**config.mk**
```make
export PLATFORM = sky130hd
export DESIGN_NAME = frame_sync_gen
export DESIGN_NICKNAME = d
export VERILOG_FILES = /design/src/rtl/fsg_pkg.sv /design/src/rtl/fsg_bit_divider.sv /design/src/rtl/fsg_frame_counter.sv /design/src/rtl/frame_sync_gen.sv
export SDC_FILE = /design/constraint.sdc
export NUM_CORES = 1
export LEC_CHECK = 0
export ABC_AREA = 1
export BUFFER_PORTS_ARGS = -buffer_cell sky130_fd_sc_hd__buf_2
export CORE_MARGIN = 1
export CORE_UTILIZATION = 50
export CTS_CLUSTER_DIAMETER = 120
export DETAILED_ROUTE_END_ITERATION = 10
export PLACE_DENSITY = 0.74
export SYNTH_ARGS = -nofsm -noshare
export SYNTH_HDL_FRONTEND = slang
export SYNTH_SLANG_ARGS = --single-unit
```
**constraint.sdc**
```tcl
create_clock -name clk -period 1.4 [get_ports clk]
set_clock_uncertainty 0.05 [all_clocks]
set_input_delay 0.28 -clock clk [delete_from_list [all_inputs] [get_ports clk]]
set_output_delay 0.28 -clock clk [all_outputs]
set_load 0.05 [all_outputs]
```
**src/rtl/fsg_pkg.sv**
```systemverilog
package fsg_pkg;
  localparam int DIV_W = 10;
  localparam int FW_W  = 6;
  localparam int FP_W  = 13;

  typedef struct packed {
    logic [DIV_W-1:0] div;
    logic [FW_W-1:0]  width;
    logic [FP_W-1:0]  period;
    logic             invert;
  } fsg_cfg_t;
endpackage

```
**src/rtl/fsg_bit_divider.sv**
```systemverilog
module fsg_bit_divider #(
  parameter int DIV_W = 10
) (
  input  logic             clk,
  input  logic             rst_n,
  input  logic             run,
  input  logic [DIV_W-1:0] div,
  output logic             bit_start,
  output logic             first_half
);
  logic [DIV_W-1:0] cyc_q;

  // Cycle index inside the current bit; cleared whenever not running.
  always_ff @(posedge clk) begin
    if (!rst_n || !run) cyc_q <= '0;
    else if (cyc_q >= div) cyc_q <= '0;
    else cyc_q <= cyc_q + 1'b1;
  end

  assign bit_start  = run && (cyc_q == '0);
  assign first_half = (cyc_q <= (div >> 1));
endmodule

```
**src/rtl/fsg_frame_counter.sv**
```systemverilog
module fsg_frame_counter #(
  parameter int FW_W = 6,
  parameter int FP_W = 13
) (
  input  logic            clk,
  input  logic            rst_n,
  input  logic            run,
  input  logic            advance,
  input  logic [FW_W-1:0] width,
  input  logic [FP_W-1:0] period,
  output logic            sync_level
);
  logic [FP_W-1:0] pos_q;

  // Bit position inside the frame; moves on each bit start.
  always_ff @(posedge clk) begin
    if (!rst_n || !run) pos_q <= '0;
    else if (advance) begin
      if (pos_q >= period) pos_q <= '0;
      else pos_q <= pos_q + 1'b1;
    end
  end

  assign sync_level = (pos_q <= FP_W'(width));
endmodule

```
**src/rtl/frame_sync_gen.sv**
```systemverilog
module frame_sync_gen
  import fsg_pkg::*;
(
  input  logic             clk,
  input  logic             rst_n,
  input  logic             enable,
  input  logic             clk_invert,
  input  logic [DIV_W-1:0] div_val,
  input  logic [FW_W-1:0]  fwidth,
  input  logic [FP_W-1:0]  fperiod,
  output logic             bclk_tick,
  output logic             bclk_out,
  output logic             fsync_out
);
  fsg_cfg_t cfg;
  logic bit_start, first_half, sync_level;
  logic tick_q, bclk_q, fsync_q;

  assign cfg = '{div: div_val, width: fwidth, period: fperiod, invert: clk_invert};

  fsg_bit_divider #(.DIV_W(DIV_W)) u_div (
    .clk        (clk),
    .rst_n      (rst_n),
    .run        (enable),
    .div        (cfg.div),
    .bit_start  (bit_start),
    .first_half (first_half)
  );

  fsg_frame_counter #(.FW_W(FW_W), .FP_W(FP_W)) u_frame (
    .clk        (clk),
    .rst_n      (rst_n),
    .run        (enable),
    .advance    (bit_start),
    .width      (cfg.width),
    .period     (cfg.period),
    .sync_level (sync_level)
  );

  always_ff @(posedge clk) begin
    if (!rst_n) begin
      tick_q  <= 1'b0;
      bclk_q  <= 1'b0;
      fsync_q <= 1'b0;
    end else if (!enable) begin
      tick_q  <= 1'b0;
      bclk_q  <= cfg.invert;
      fsync_q <= 1'b0;
    end else begin
      tick_q <= bit_start;
      bclk_q <= first_half ^ cfg.invert;
      if (bit_start) fsync_q <= sync_level;
    end
  end

  assign bclk_tick = tick_q;
  assign bclk_out  = bclk_q;
  assign fsync_out = fsync_q;
endmodule

```
; ---- Word-level counts from Yosys, hierarchy flattened
; Cells that the tools add are included.
[totals]
reg_bits = 26
latchBits = 0
mem_bits_rw = 0
rom_bits = 0
output_inout_bits = 3
wordCells = 21
memories = 0
[classes]
n_addsub = 2
n_mul = 0
div = 0
n_lt_le_gt_ge = 4
n_eq_ne = 0
n_shift = 0
mux = 2
n_bitwise = 1
n_reduce_logical = 7
[op_table]
columns = operator, count
row1 = $add A13 B1 Y13 const B, 1
row2 = $ge A13 B13 Y1, 1
row3 = $le A13 B6 Y1, 1
row4 = $mux W13, 1
row5 = $add A10 B1 Y10 const B, 1
row6 = $ge A10 B10 Y1, 1
row7 = $le A10 B9 Y1, 1
row8 = $logic_not A10 Y1, 1
row9 = $logic_not A1 Y1, 2
row10 = $reduce_and A2 Y1, 1
row11 = $reduce_or A2 Y1, 1
row12 = $logic_and A1 B1 Y1, 1
row13 = $logic_or A1 B1 Y1, 1
row14 = $mux W1, 1
row15 = $xor A1 B1 Y1, 1

; ---- Logic depth before layout (Yosys ltp)
; Gate-level depths: netlist of the first run.
[depth]
depth_word = 3
depth_mapped = 12
ltp_nobuf = 12

; ---- By module
; A second synthesis of the first run with hierarchy kept.
[unflattened]
cells_unflattened = 333
hier_area_um2 = 2284.7
[modules_own_cells]
columns = mod, n_inst, cells_per_inst, area_per_inst_um2
row1 = fsg_frame_counter, 1, 176, 1207.4
row2 = fsg_bit_divider, 1, 144, 972.2
row3 = frame_sync_gen, 1, 13, 105.1

; ---- Worst setup path after synthesis of the first run
; No wires, ideal clock.
[synth_path]
path_type = reg-to-reg
from = reg u_frame.pos_q[8]
to = reg u_frame.pos_q[4]
setup_time_ns = 0.064
arrival_ns = 1.408
path_slack_ns = -0.122
path_stages_with_launch = 11
n_path_buf = 0
synth_period_minus_slack_ns = 1.522
path_cell_list = dfxtp_1 ha_1 nand2_1 inv_1 nand2_1 nand2_1 a21oi_2 nand2_1 nand2_2 nand2_2 nor2_1
[synth_via]
elab_chain_cells = 2
[synth_rtl]
columns = element, line_no
row1 = start: declaration, fsg_frame_counter.sv:13  ; logic [FP_W-1:0] pos_q;
row2 = start signal: assignment, fsg_frame_counter.sv:20  ; else pos_q <= pos_q + 1'b1;
row3 = $ge A13 B13 Y1, fsg_frame_counter.sv:19  ; if (pos_q >= period) pos_q <= '0;
row4 = $mux W13, fsg_frame_counter.sv:19
; No other way between the ends.
; A chain may end at the register's enable or synchronous reset.

; ---- Final worst setup path of the first run
[layout_path]
from = reg u_div.cyc_q[6]
to = reg u_frame.pos_q[4]
[layout_via]
elab_chain_cells = 2
[layout_rtl]
columns = element, line_no
row1 = start: declaration, fsg_bit_divider.sv:11  ; logic [DIV_W-1:0] cyc_q;
row2 = start signal: assignment, fsg_bit_divider.sv:17  ; else cyc_q <= cyc_q + 1'b1;
row3 = $logic_not A10 Y1, fsg_bit_divider.sv:20  ; assign bit_start = run && (cyc_q == '0);
row4 = $logic_and A1 B1 Y1, fsg_bit_divider.sv:20
; No other way between the ends.

==> results of run 1 <==
layer usage:
layer / wire length (um) / share of wire [%] / global-route usage [%] / vias up
met4: 155 / 2.1 / 5.556 / 0
met1: 3162 / 43 / 35.73 / 1308
met2: 3616 / 49 / 47.20 / 125
met5: 0 / 0 / 0 / -
met3: 504 / 6.8 / 5.413 / 26
li1: - / - / - / 1369
flip-flops by register name, summed over array words and instances (netlist names):
| name | flops |
|---|---|
| bclk_out | 1 |
| u_div.cyc_q | 10 |
| fsync_out | 1 |
| u_frame.pos_q | 13 |
| bclk_tick | 1 |
cell type report:
cell class / instances / area (um2) / area share, %
clock buffer: 4 / 55.05 / 1.480
inverter: 72 / 272.8 / 7.335
multi-input combinational: 263 / 2103 / 56.56
sequential: 26 / 551.8 / 14.84
tap: 52 / 65.06 / 1.750
timing repair buffer: 98 / 670.6 / 18.03
kinds of logic (layout without fill, tap and decap cells):
| family | Yosys count | count (layout) | synth area share (%) |
|---|---|---|---|
| DFF | 26 | 26 | 21.76 |
| buffers and inverters | 73 | 174 | 11.45 |
| xor gates and xnor gates | 9 | 9 | 3.295 |
| AOI/OAI and AO/OA | 33 | 33 | 7.636 |
| and+or+nand+nor | 179 | 180 | 34.41 |
| adders and majority gates | 41 | 41 | 21.44 |
timing repair:
item / CTS / global route
endpoints found under the setup margin: 25 / 26
pin swaps: 37 / 35
gates resized for setup: 70 / 39
cloned: 1 / 0
setup buffers: 6 / 5
cells in the final DEF, fill, tap and decap left out, types with 2 or more instances in the layout:
| master | Yosys | layout |
|---|---|---|
| ha_2 | 0 | 2 |
| o21ai_0 | 5 | 2 |
| nand4_1 | 11 | 11 |
| dfxtp_4 | 0 | 3 |
| nand3_1 | 21 | 15 |
| xor2_1 | 7 | 7 |
| dfxtp_2 | 0 | 16 |
| nand4_4 | 0 | 2 |
| nor3_1 | 11 | 5 |
| buf_6 | 0 | 6 |
| nor2_2 | 5 | 9 |
| nor2_1 | 44 | 32 |
| ha_4 | 0 | 20 |
| clkbuf_8 | 0 | 4 |
| buf_2 | 0 | 35 |
| buf_4 | 0 | 57 |
| nand2_1 | 72 | 60 |
| o21ai_1 | 1 | 4 |
| a21oi_1 | 20 | 17 |
| nand3_4 | 0 | 2 |
| xnor2_1 | 2 | 2 |
| a21oi_2 | 1 | 3 |
| dfxtp_1 | 26 | 7 |
| inv_1 | 72 | 66 |
| o21bai_1 | 2 | 2 |
| nor2_4 | 1 | 9 |
| nor3b_2 | 0 | 2 |
| ha_1 | 41 | 19 |
| nor3_2 | 3 | 9 |
| nand2_4 | 0 | 3 |
| nand3_2 | 2 | 6 |
| nand2_2 | 3 | 12 |
| inv_2 | 0 | 5 |
worst paths after layout:
check	end	cells after the start	slack, ps	startpoint
setup / recovery	u_frame.pos_q[4]	9	-220	u_div.cyc_q[6]
hold / removal	bclk_out	3	170	rst_n
setup reg to reg	u_frame.pos_q[4]	9	-220	u_div.cyc_q[6]
hold reg to reg	u_div.cyc_q[0]	2	480	u_div.cyc_q[0]
through the flow:
step	utilization, %	area (um2)
floorplan	-	2425
global placement	68.20	3052
detailed placement	68.20	3052
CTS	78.38	3507
global route	83.11	3719
finish	83.11	3719
critical path, cell delays in order (launching register included):
cell and delay (ps):
dfxtp_4 380, buf_4 140, inv_1 100, nand2_1 80
nand3b_1 250, buf_4 190, inv_1 80, nand2_4 90
nand2_4 100, nor2_1 60
power by group through the flow:
| stage | registers [mW] | clock network (mW) | logic [mW] |
|---|---|---|---|
| finish | 0.750 | 0.519 | 0.408 |
| global route | 0.751 | 0.539 | 0.449 |
| CTS | 0.754 | 0.505 | 0.362 |
| detailed placement | 0.771 | 0 | 0.301 |
| global placement | 0.770 | 0 | 0.290 |
| floorplan | 0.788 | 0 | 0.152 |
==> reports/metrics.csv, run 1 <==
stage,metric,value,unit
synthesis,top post-synthesis cells by count,"inv_1, nand2_1, nor2_1",
sta,Max Clk Rate,617.4,MHz
floorplanning,Initial Util,53.47,%
cts,largest buffer count on any clock path,2,
floorplanning,die width,71.17,um
power_and_ir_drop,Tot Pwr,1.677,mW
sta,Slew Limit Fails,0,
cells_and_area,Final Non-Filler Cells,515,
cells_and_area,area grow syn2layout,55.44,%
place,Placed Cells,499,
global_routing,global route total overflow,0,
cts,CTS tree,done,
cts,cts hold-fix bufs,0,
global_routing,pin count of the biggest net entering global routing,16,
sta,final worst setup slack,-219.7,ps
place,"worst slack, placed",-310.3,ps
place,IO Port Bufs,35,
cts,CTS H-tree lvls,1,
place,Placer Congestion,0.8629,
sta,final hold violation count,0,
synthesis,cell area after synthesis,2392,um2
cts,worst skew pair latency,280,ps
detailed_routing,drt via density,5.491,
power_and_ir_drop,Comb pwr share,24.3,%
critical_path,arrival time at the worst endpoint,1750,ps
status,violated checks,"design-rule violations, negative setup slack",
synthesis,Post-Syn Nets,435,
power_and_ir_drop,Int Power,1.184,mW
sta,Slew HR,74.04,%
synthesis,#FFs+latches synth,26,
global_routing,initial antenna violation count,0,
power_and_ir_drop,P per Cell Area,451.0,nW/um2
synthesis,ys async rst share,0,%
detailed_routing,DRC viols,3,
power_and_ir_drop,switch share,29.39,%
synthesis,post-synth top area share,21.76,%
sta,fin crit period,1620,ps
cts,clock-pin slew on the worst setup and hold paths,100,ps
floorplanning,row cnt,24,
sta,setup TNS,-3964,ps
sta,Final Cycle Share,115.7,%
synthesis,dominant cell type by area after synthesis,dfxtp_1,
sta,worst hold slack,170.0,ps
power_and_ir_drop,worst vdd ir,0.6639,mV
cells_and_area,share of cells above drive strength 1,45.14,%
synthesis,Area contributors post-synth,"dfxtp_1, ha_1, inv_1, nand2_1, nor2_1",
global_routing,global-route wire length before repair,11180,um
cts,total clock sinks,26,
sta,unrepaired setup endpoints after global routing,true,
detailed_routing,post-DR wirelength/cell,14.45,um
detailed_routing,Iteration-0 DRC Markers,205,
critical_path,crit path launch type,flip-flop,
power_and_ir_drop,sequential share of power,44.7,%
floorplanning,Die Height,71.17,um
detailed_routing,Post-Route WL,7440,um
global_routing,vias in the first global route,2611,
floorplanning,total core area,4474,um2
status,status,finished with violations,
critical_path,CP Max Fanout,6,
job,Maximum Capacitance Violations,0,
cells_and_area,Nets,538,
cts,clock root buffer,clkbuf_8,
sta,final setup violation count,25,
sta,worst-margin pin slew,385.9,ps
power_and_ir_drop,Leakage,1.815,nW
cells_and_area,# diodes,0,
worst_hold_path,Hold Crit Class,primary input to flip-flop,
cts,number of buffers created by CTS,3,
detailed_routing,Detail Route Antenna Nets,0,
detailed_routing,First-pass DRT Iterations,8,
power_and_ir_drop,switching pwr,492.9,uW
detailed_routing,detailed-route via count,2828,
synthesis,synthesized instance count,361,
synthesis,register area share after synthesis,21.76,%
cells_and_area,Filler cells,261,
critical_path,critical path capture point type,flip-flop,
synthesis,Avg Inst Size Synth,6.627,um2
place,hpwl dp,4724,um
global_routing,total track usage,27.47,%
synthesis,number of synthesized flops with an enable pin,0,
floorplanning,IO Pins,36,
synthesis,post-synth cell types,30,
power_and_ir_drop,power share of the clock group,30.9,%
synthesis,Synth Warn #,0,
critical_path,CP Data Required Time,1530,ps
synthesis,top_reg_cell synth,dfxtp_1,
critical_path,WS Path Type,flip-flop to flip-flop,
floorplanning,full die area,5065,um2
Power figures use the tool's default switching activity.
==> run 2, diff against run 1 <==
--- a/config.mk
+++ b/config.mk
@@ -11,7 +11,9 @@
 export CORE_UTILIZATION = 50
 export CTS_CLUSTER_DIAMETER = 120
 export DETAILED_ROUTE_END_ITERATION = 10
-export PLACE_DENSITY = 0.74
+export MAX_ROUTING_LAYER = met4
+export PLACE_DENSITY = 0.75
 export SYNTH_ARGS = -nofsm -noshare
 export SYNTH_HDL_FRONTEND = slang
+export SYNTH_HIERARCHICAL = 1
 export SYNTH_SLANG_ARGS = --single-unit
==> reports/metrics.csv, run 2 <==
stage,metric,value,unit
cells_and_area,"commonest cells after routing, fill and taps aside","nand2_1, inv_1, buf_4",
cells_and_area,# diodes,0,
synthesis,top post-synthesis cells by count,"nand2_1, inv_1, nor2_1",
detailed_routing,Post-Route WL,6734,um
place,IO Port Bufs,35,
global_routing,global route total overflow,0,
floorplanning,Die Height,69.60,um
cts,largest buffer count on any clock path,2,
power_and_ir_drop,Leakage,1.708,nW
detailed_routing,Detail Route Antenna Nets,0,
synthesis,post-synth cell types,30,
job,Maximum Capacitance Violations,0,
sta,Max Clk Rate,583.8,MHz
detailed_routing,Detail Route met3 WL,272,um
cells_and_area,max reg flops,13,
sta,Slew Limit Fails,0,
power_and_ir_drop,P per Cell Area,469.9,nW/um2
worst_hold_path,hold path cells,3,
synthesis,Avg Inst Size Synth,6.861,um2
critical_path,arrival time at the worst endpoint,1850,ps
global_routing,pin count of the biggest net entering global routing,15,
sta,final worst setup slack,-313.0,ps
detailed_routing,DRT met1 WL,2664,um
global_routing,total track usage,26.34,%
cts,cts hold-fix bufs,0,
synthesis,Area contributors post-synth,"dfxtp_1, ha_1, nand2_1, inv_1, nor2_1",
synthesis,ys async rst share,0,%
cells_and_area,share of cells above drive strength 1,48.46,%
detailed_routing,drt via density,5.143,
cts,number of buffers created by CTS,3,
sta,Final Cycle Share,122.4,%
sta,worst-margin pin slew,230.8,ps
power_and_ir_drop,worst vdd ir,0.3308,mV
critical_path,CP Max Fanout,5,
floorplanning,row cnt,24,
sta,fin crit period,1713,ps
synthesis,Synth Warn #,6,
critical_path,CP Data Required Time,1530,ps
status,violated checks,negative setup slack,
floorplanning,IO Pins,36,
detailed_routing,Iteration-0 DRC Markers,109,
critical_path,worst reg2reg path depth,9,
cts,clock-pin slew on the worst setup and hold paths,100,ps
cts,worst skew pair latency,280,ps
sta,final setup violation count,26,
synthesis,dominant cell type by area after synthesis,dfxtp_1,
global_routing,global-route wire length before repair,10140,um
cells_and_area,Nets,498,
cts,CTS H-tree lvls,1,
cells_and_area,Final Non-Filler Cells,475,
detailed_routing,post-DR wirelength/cell,14.18,um
detailed_routing,First-pass DRT Iterations,4,
cells_and_area,Filler cells,272,
sta,final hold violation count,0,
detailed_routing,DRC viols,0,
cells_and_area,biggest regs,"u_frame/pos_q: 13 flops, u_div/cyc_q: 10 flops",
global_routing,vias in the first global route,2377,
place,Placed Cells,456,
synthesis,cell area after synthesis,2285,um2
synthesis,synthesized instance count,333,
critical_path,crit path launch type,flip-flop,
power_and_ir_drop,Tot Pwr,1.651,mW
synthesis,number of synthesized flops with an enable pin,0,
detailed_routing,detailed route wirelength on metal2,3619,um
floorplanning,full die area,4843,um2
detailed_routing,top sig layer,met4,
critical_path,WS Path Type,flip-flop to flip-flop,
floorplanning,die width,69.60,um
synthesis,top-count cell post-synth,nand2_1,
detailed_routing,detailed-route via count,2443,
floorplanning,Initial Util,52.11,%
status,status,finished with violations,
sta,Slew HR,84.47,%
cells_and_area,"commonest non-fill, non-tap cell in the layout",nand2_1,
cts,CTS tree,done,
worst_hold_path,Hold Crit Class,primary input to flip-flop,
sta,unrepaired setup endpoints after global routing,true,
critical_path,critical path capture point type,flip-flop,
cells_and_area,register area,554.3,um2
global_routing,initial antenna violation count,0,
synthesis,#FFs+latches synth,26,
cells_and_area,area grow syn2layout,53.78,%
synthesis,top_reg_cell synth,dfxtp_1,
cts,total clock sinks,26,
place,Placer Congestion,0.8903,
synthesis,post-synth top area share,22.78,%
cells_and_area,"Most flops, register",u_frame/pos_q,
floorplanning,total core area,4384,um2
place,hpwl dp,3987,um
synthesis,register area share after synthesis,22.78,%
cts,clock root buffer,clkbuf_8,
cells_and_area,area taken by multi-input logic gates,2011,um2
synthesis,Post-Syn Nets,407,
==> run 2: cell families (layout without fill, tap and decap cells) <==
logic type | Yosys count | after routing | synth area share (%)
multiplexers | 1 | 1 | 0.4381
XOR/XNOR | 13 | 13 | 4.984
buffers and inverters | 69 | 157 | 11.83
flip-flops | 26 | 26 | 22.78
AND/OR/NAND/NOR | 165 | 167 | 33.24
AO/OA/AOI/OAI | 18 | 18 | 4.272
adder cells (fa/ha/maj) | 41 | 41 | 22.45
==> run 2: final timing paths <==
| check | from | end | slack, ps |
|---|---|---|---|
| setup / recovery | u_div/cyc_q[8] | u_frame/pos_q[11] | -310 |
| hold / removal | rst_n | bclk_out | 200 |
| setup reg to reg | u_div/cyc_q[8] | u_frame/pos_q[11] | -310 |
| hold reg to reg | fsync_out | fsync_out | 440 |
==> run 2: area by class of cell <==
class / count / share of cell area [%]
Tap cell: 52 / 1.852
Clock buffer: 4 / 1.567
Multi-Input combinational cell: 240 / 57.23
Timing Repair Buffer: 86 / 16.42
Sequential cell: 26 / 15.78
Inverter: 67 / 7.158
==> run 2: timing repair <==
item	in CTS	in global routing
setup buffers	9	7
resized for setup	56	51
pin swaps	20	30
endpoints found under the setup margin	25	26
cloned	2	0
==> run 2: per-layer routing <==
metal  up-vias  global-route usage [%]
met1      1119                   27.94
met3        22                   3.198
met5         -                       -
met2        86                   50.27
li1       1216                       -
met4         0                   8.163
==> run 2: through the flow <==
stage | setup TNS (ps) | hold slack, ps | worst slack, ps | cell area [um2] | utilization, %
finish | -4702 | 195.6 | -313.0 | 3513 | 80.14
global route | -6203 | 202.9 | -438.8 | 3513 | 80.14
CTS | -2063 | 199.4 | -204.3 | 3301 | 75.29
detailed placement | -5881 | 413.7 | -275.8 | 2846 | 64.93
global placement | -5401 | 410.9 | -263.8 | 2846 | 64.93
floorplan | -1120 | 350.7 | -214.6 | 2331 | -
==> run 2: power breakdown <==
group | internal (mW) | leakage [nW] | total [mW] | switching, mW
Combinational | 0.174 | 1.46 | 0.387 | 0.213
Clock | 0.252 | 0.0288 | 0.517 | 0.265
Sequential | 0.742 | 0.221 | 0.747 | 0.00491
Total | 1.17 | 1.71 | 1.65 | 0.483
==> run 2: worst max-delay path, cell delays in order (launching register included) <==
cell and delay, ps:
dfxtp_2 350, inv_2 70, nand4_1 140, nor3_2 200
buf_4 150, buf_4 160, nand4_4 140, nor2_4 140
xor2_1 160, nor2_1 50
==> run 3, diff against run 2 <==
--- a/config.mk
+++ b/config.mk
@@ -5,12 +5,12 @@
 export SDC_FILE = /design/constraint.sdc
 export NUM_CORES = 1
 export LEC_CHECK = 0
-export ABC_AREA = 1
 export BUFFER_PORTS_ARGS = -buffer_cell sky130_fd_sc_hd__buf_2
 export CORE_MARGIN = 1
 export CORE_UTILIZATION = 50
 export CTS_CLUSTER_DIAMETER = 120
 export DETAILED_ROUTE_END_ITERATION = 10
+export HOLD_SLACK_MARGIN = 0.1
 export MAX_ROUTING_LAYER = met4
 export PLACE_DENSITY = 0.75
 export SYNTH_ARGS = -nofsm -noshare
==> reports/metrics.csv, run 3 <==
stage,metric,value,unit
sta,final hold violation count,0,
synthesis,ys async rst share,0,%
critical_path,arrival time at the worst endpoint,1920,ps
detailed_routing,detailed-route via count,2111,
cts,number of buffers created by CTS,3,
global_routing,pin count of the biggest net entering global routing,15,
detailed_routing,First-pass DRT Iterations,4,
floorplanning,total core area,4086,um2
synthesis,dominant cell type by area after synthesis,dfxtp_1,
cts,largest buffer count on any clock path,2,
power_and_ir_drop,Comb pwr share,22.4,%
synthesis,Post-Syn Nets,321,
sta,Slew Limit Fails,0,
sta,unrepaired setup endpoints after global routing,true,
detailed_routing,post-DR wirelength/cell,15.68,um
global_routing,vias in the first global route,2047,
detailed_routing,DRT met1 WL,2377,um
critical_path,CP Max Fanout,6,
critical_path,WS Path Type,flip-flop to flip-flop,
critical_path,crit path buf inv count,1,
worst_hold_path,hold path cells,3,
place,Placer Congestion,0.8344,
synthesis,post-synth cell types,45,
cells_and_area,Filler cells,285,
detailed_routing,Post-Route WL,5897,um
power_and_ir_drop,sequential share of power,46.9,%
floorplanning,die width,68.08,um
cells_and_area,# diodes,0,
status,violated checks,negative setup slack,
critical_path,CP Depth,9,
cts,cts hold-fix bufs,0,
floorplanning,row cnt,23,
cells_and_area,"Most flops, register",u_frame/pos_q,
global_routing,global-route wire length before repair,8852,um
sta,Slew HR,78.03,%
detailed_routing,Iteration-0 DRC Markers,56,
synthesis,top post-synthesis cells by count,"ha_1, inv_1, dfxtp_1",
power_and_ir_drop,switch share,26.88,%
power_and_ir_drop,worst vdd ir,0.3296,mV
detailed_routing,Detail Route Antenna Nets,0,
synthesis,Avg Inst Size Synth,8.839,um2
detailed_routing,detailed route wirelength on metal2,3154,um
sta,Final Cycle Share,129.2,%
synthesis,Synth Warn #,6,
cells_and_area,area grow syn2layout,47.62,%
detailed_routing,Detail Route met3 WL,208,um
status,status,finished with violations,
detailed_routing,DRC viols,0,
cells_and_area,share of cells above drive strength 1,50.61,%
critical_path,"slowest stage cell, crit path",dfxtp_2,
job,Maximum Capacitance Violations,0,
place,"worst slack, placed",-497.1,ps
floorplanning,IO Pins,36,
global_routing,global route total overflow,0,
sta,fin crit period,1808,ps
synthesis,number of synthesized flops with an enable pin,0,
critical_path,worst reg2reg path depth,9,
power_and_ir_drop,P per Cell Area,493.9,nW/um2
global_routing,initial antenna violation count,0,
floorplanning,Initial Util,53.43,%
cells_and_area,Nets,401,
cells_and_area,max reg flops,13,
synthesis,top_reg_cell synth,dfxtp_1,
power_and_ir_drop,switching pwr,427.9,uW
critical_path,critical path capture point type,flip-flop,
cts,total clock sinks,26,
synthesis,register area share after synthesis,23.84,%
power_and_ir_drop,Tot Pwr,1.592,mW
place,IO Port Bufs,35,
power_and_ir_drop,power share of the clock group,30.7,%
cts,CTS tree,done,
place,hpwl dp,3985,um
synthesis,Area contributors post-synth,"dfxtp_1, ha_1, inv_1, xor2_1, nand4_1",
synthesis,synthesized instance count,247,
worst_hold_path,Hold Crit Class,primary input to flip-flop,
critical_path,CP Data Required Time,1520,ps
global_routing,total track usage,26.05,%
critical_path,cell chain of the critical path,inv_2 -> ha_4 -> nor4b_4 -> and4b_1 -> and4_4 -> nand3_4 -> nor2_2 -> xnor2_1 -> nor3_2,
critical_path,"CP delay by family, top",simple AND/OR/NAND/NOR gates,
synthesis,#FFs+latches synth,26,
critical_path,"slowest stage delay, CP",340,ps
power_and_ir_drop,Int Power,1.164,mW
detailed_routing,top sig layer,met4,
cts,CTS H-tree lvls,1,
sta,Max Clk Rate,553.0,MHz
cts,clock-pin slew on the worst setup and hold paths,90,ps
power_and_ir_drop,Leakage,1.458,nW
sta,final setup violation count,26,
cells_and_area,"commonest cells after routing, fill and taps aside","buf_2, buf_4, inv_1",
cells_and_area,biggest regs,"u_frame/pos_q: 13 flops, u_div/cyc_q: 10 flops",
floorplanning,Die Height,68.08,um
cts,clock root buffer,clkbuf_8,
cts,worst skew pair latency,270,ps
synthesis,top-count cell post-synth,ha_1,
floorplanning,full die area,4635,um2
synthesis,cell area after synthesis,2183,um2
sta,worst hold slack,217.2,ps
sta,final worst setup slack,-408.3,ps
detailed_routing,drt via density,5.614,
sta,worst-margin pin slew,329.6,ps
critical_path,crit path launch type,flip-flop,
synthesis,post-synth top area share,23.84,%
[run 3: cell count changes in the layout (fill, tap and decap cells not counted), sizes merged, moves of 5 or more]
cell,change
and4,+5
buf,-9
inv,-33
nand2,-72
nand2b,+5
nand3,-10
nand4,+5
nor2,-43
nor3,+17
[run 3: what timing repair did]
item | 4_1_cts | 5_1_grt
buffers inserted | 5 | 3
endpoints found under the setup margin | 26 | 26
pin swaps | 18 | 18
resized for setup | 36 | 25
gates cloned | 2 | 0
[run 3: final timing paths]
| path | from | end | slack [ps] |
|---|---|---|---|
| max | u_div/cyc_q[0] | u_frame/pos_q[11] | -410 |
| min | clk_invert | bclk_out | 220 |
| min reg2reg | fsync_out | fsync_out | 470 |
| max reg2reg | u_div/cyc_q[0] | u_frame/pos_q[11] | -410 |
[run 3: per-layer routing]
| metal | global-route usage (%) | vias to the layer above |
|---|---|---|
| li1 | - | 1043 |
| met4 | 10.68 | 0 |
| met3 | 1.833 | 14 |
| met2 | 47.92 | 67 |
| met5 | - | - |
| met1 | 28.66 | 987 |
[run 3: worst reg2reg max path: cells and delay by family (launching register included)]
| family | cells | cell delay (ps) |
|---|---|---|
| buffers and inverters | 1 | 80 |
| DFF | 1 | 340 |
| and+or+nand+nor | 6 | 990 |
| adders and majority gates | 1 | 130 |
| xor gates and xnor gates | 1 | 140 |
[run 3: cell type report]
class,instances,area (um2),share of cell area (%)
Tap cell,50,62.56,1.941
Clock buffer,4,55.05,1.708
Timing Repair Buffer,77,525.5,16.30
Multi-Input combinational cell,186,1907,59.16
Inverter,33,123.9,3.843
Sequential cell,26,549.3,17.04
[run 3: power groups by stage]
stage	combinational [mW]	clock [mW]	sequential, mW
after detailed placement	0.282	0	0.765
after CTS	0.319	0.497	0.748
after global routing	0.393	0.539	0.749
final	0.357	0.488	0.747
after global placement	0.274	0	0.765
after floorplan	0.145	0	0.786
[run 3: logic make-up (layout without fill, tap and decap cells)]
logic type                 count (synthesis)  count (layout)  share of synthesized area [%]
AOI/OAI and AO/OA                         39              40                          13.70
muxes                                      2               2                         0.9169
adders and majority gates                 41              41                          23.50
xor gates and xnor gates                  18              18                          7.221
buffers and inverters                     36             114                          6.533
and+or+nand+nor                           85              85                          24.30
DFF                                       26              26                          23.84
[run 3: stage by stage]
step / TNS, ps / instance area [um2] / cells / utilization (%)
finish: -7868 / 3223 / 376 / 78.87
CTS: -6622 / 3054 / 373 / 74.74
global placement: -8309 / 2770 / 363 / 67.79
detailed placement: -9511 / 2770 / 363 / 67.79
floorplan: -5164 / 2291 / 247 / -
global route: -10020 / 3223 / 376 / 78.87
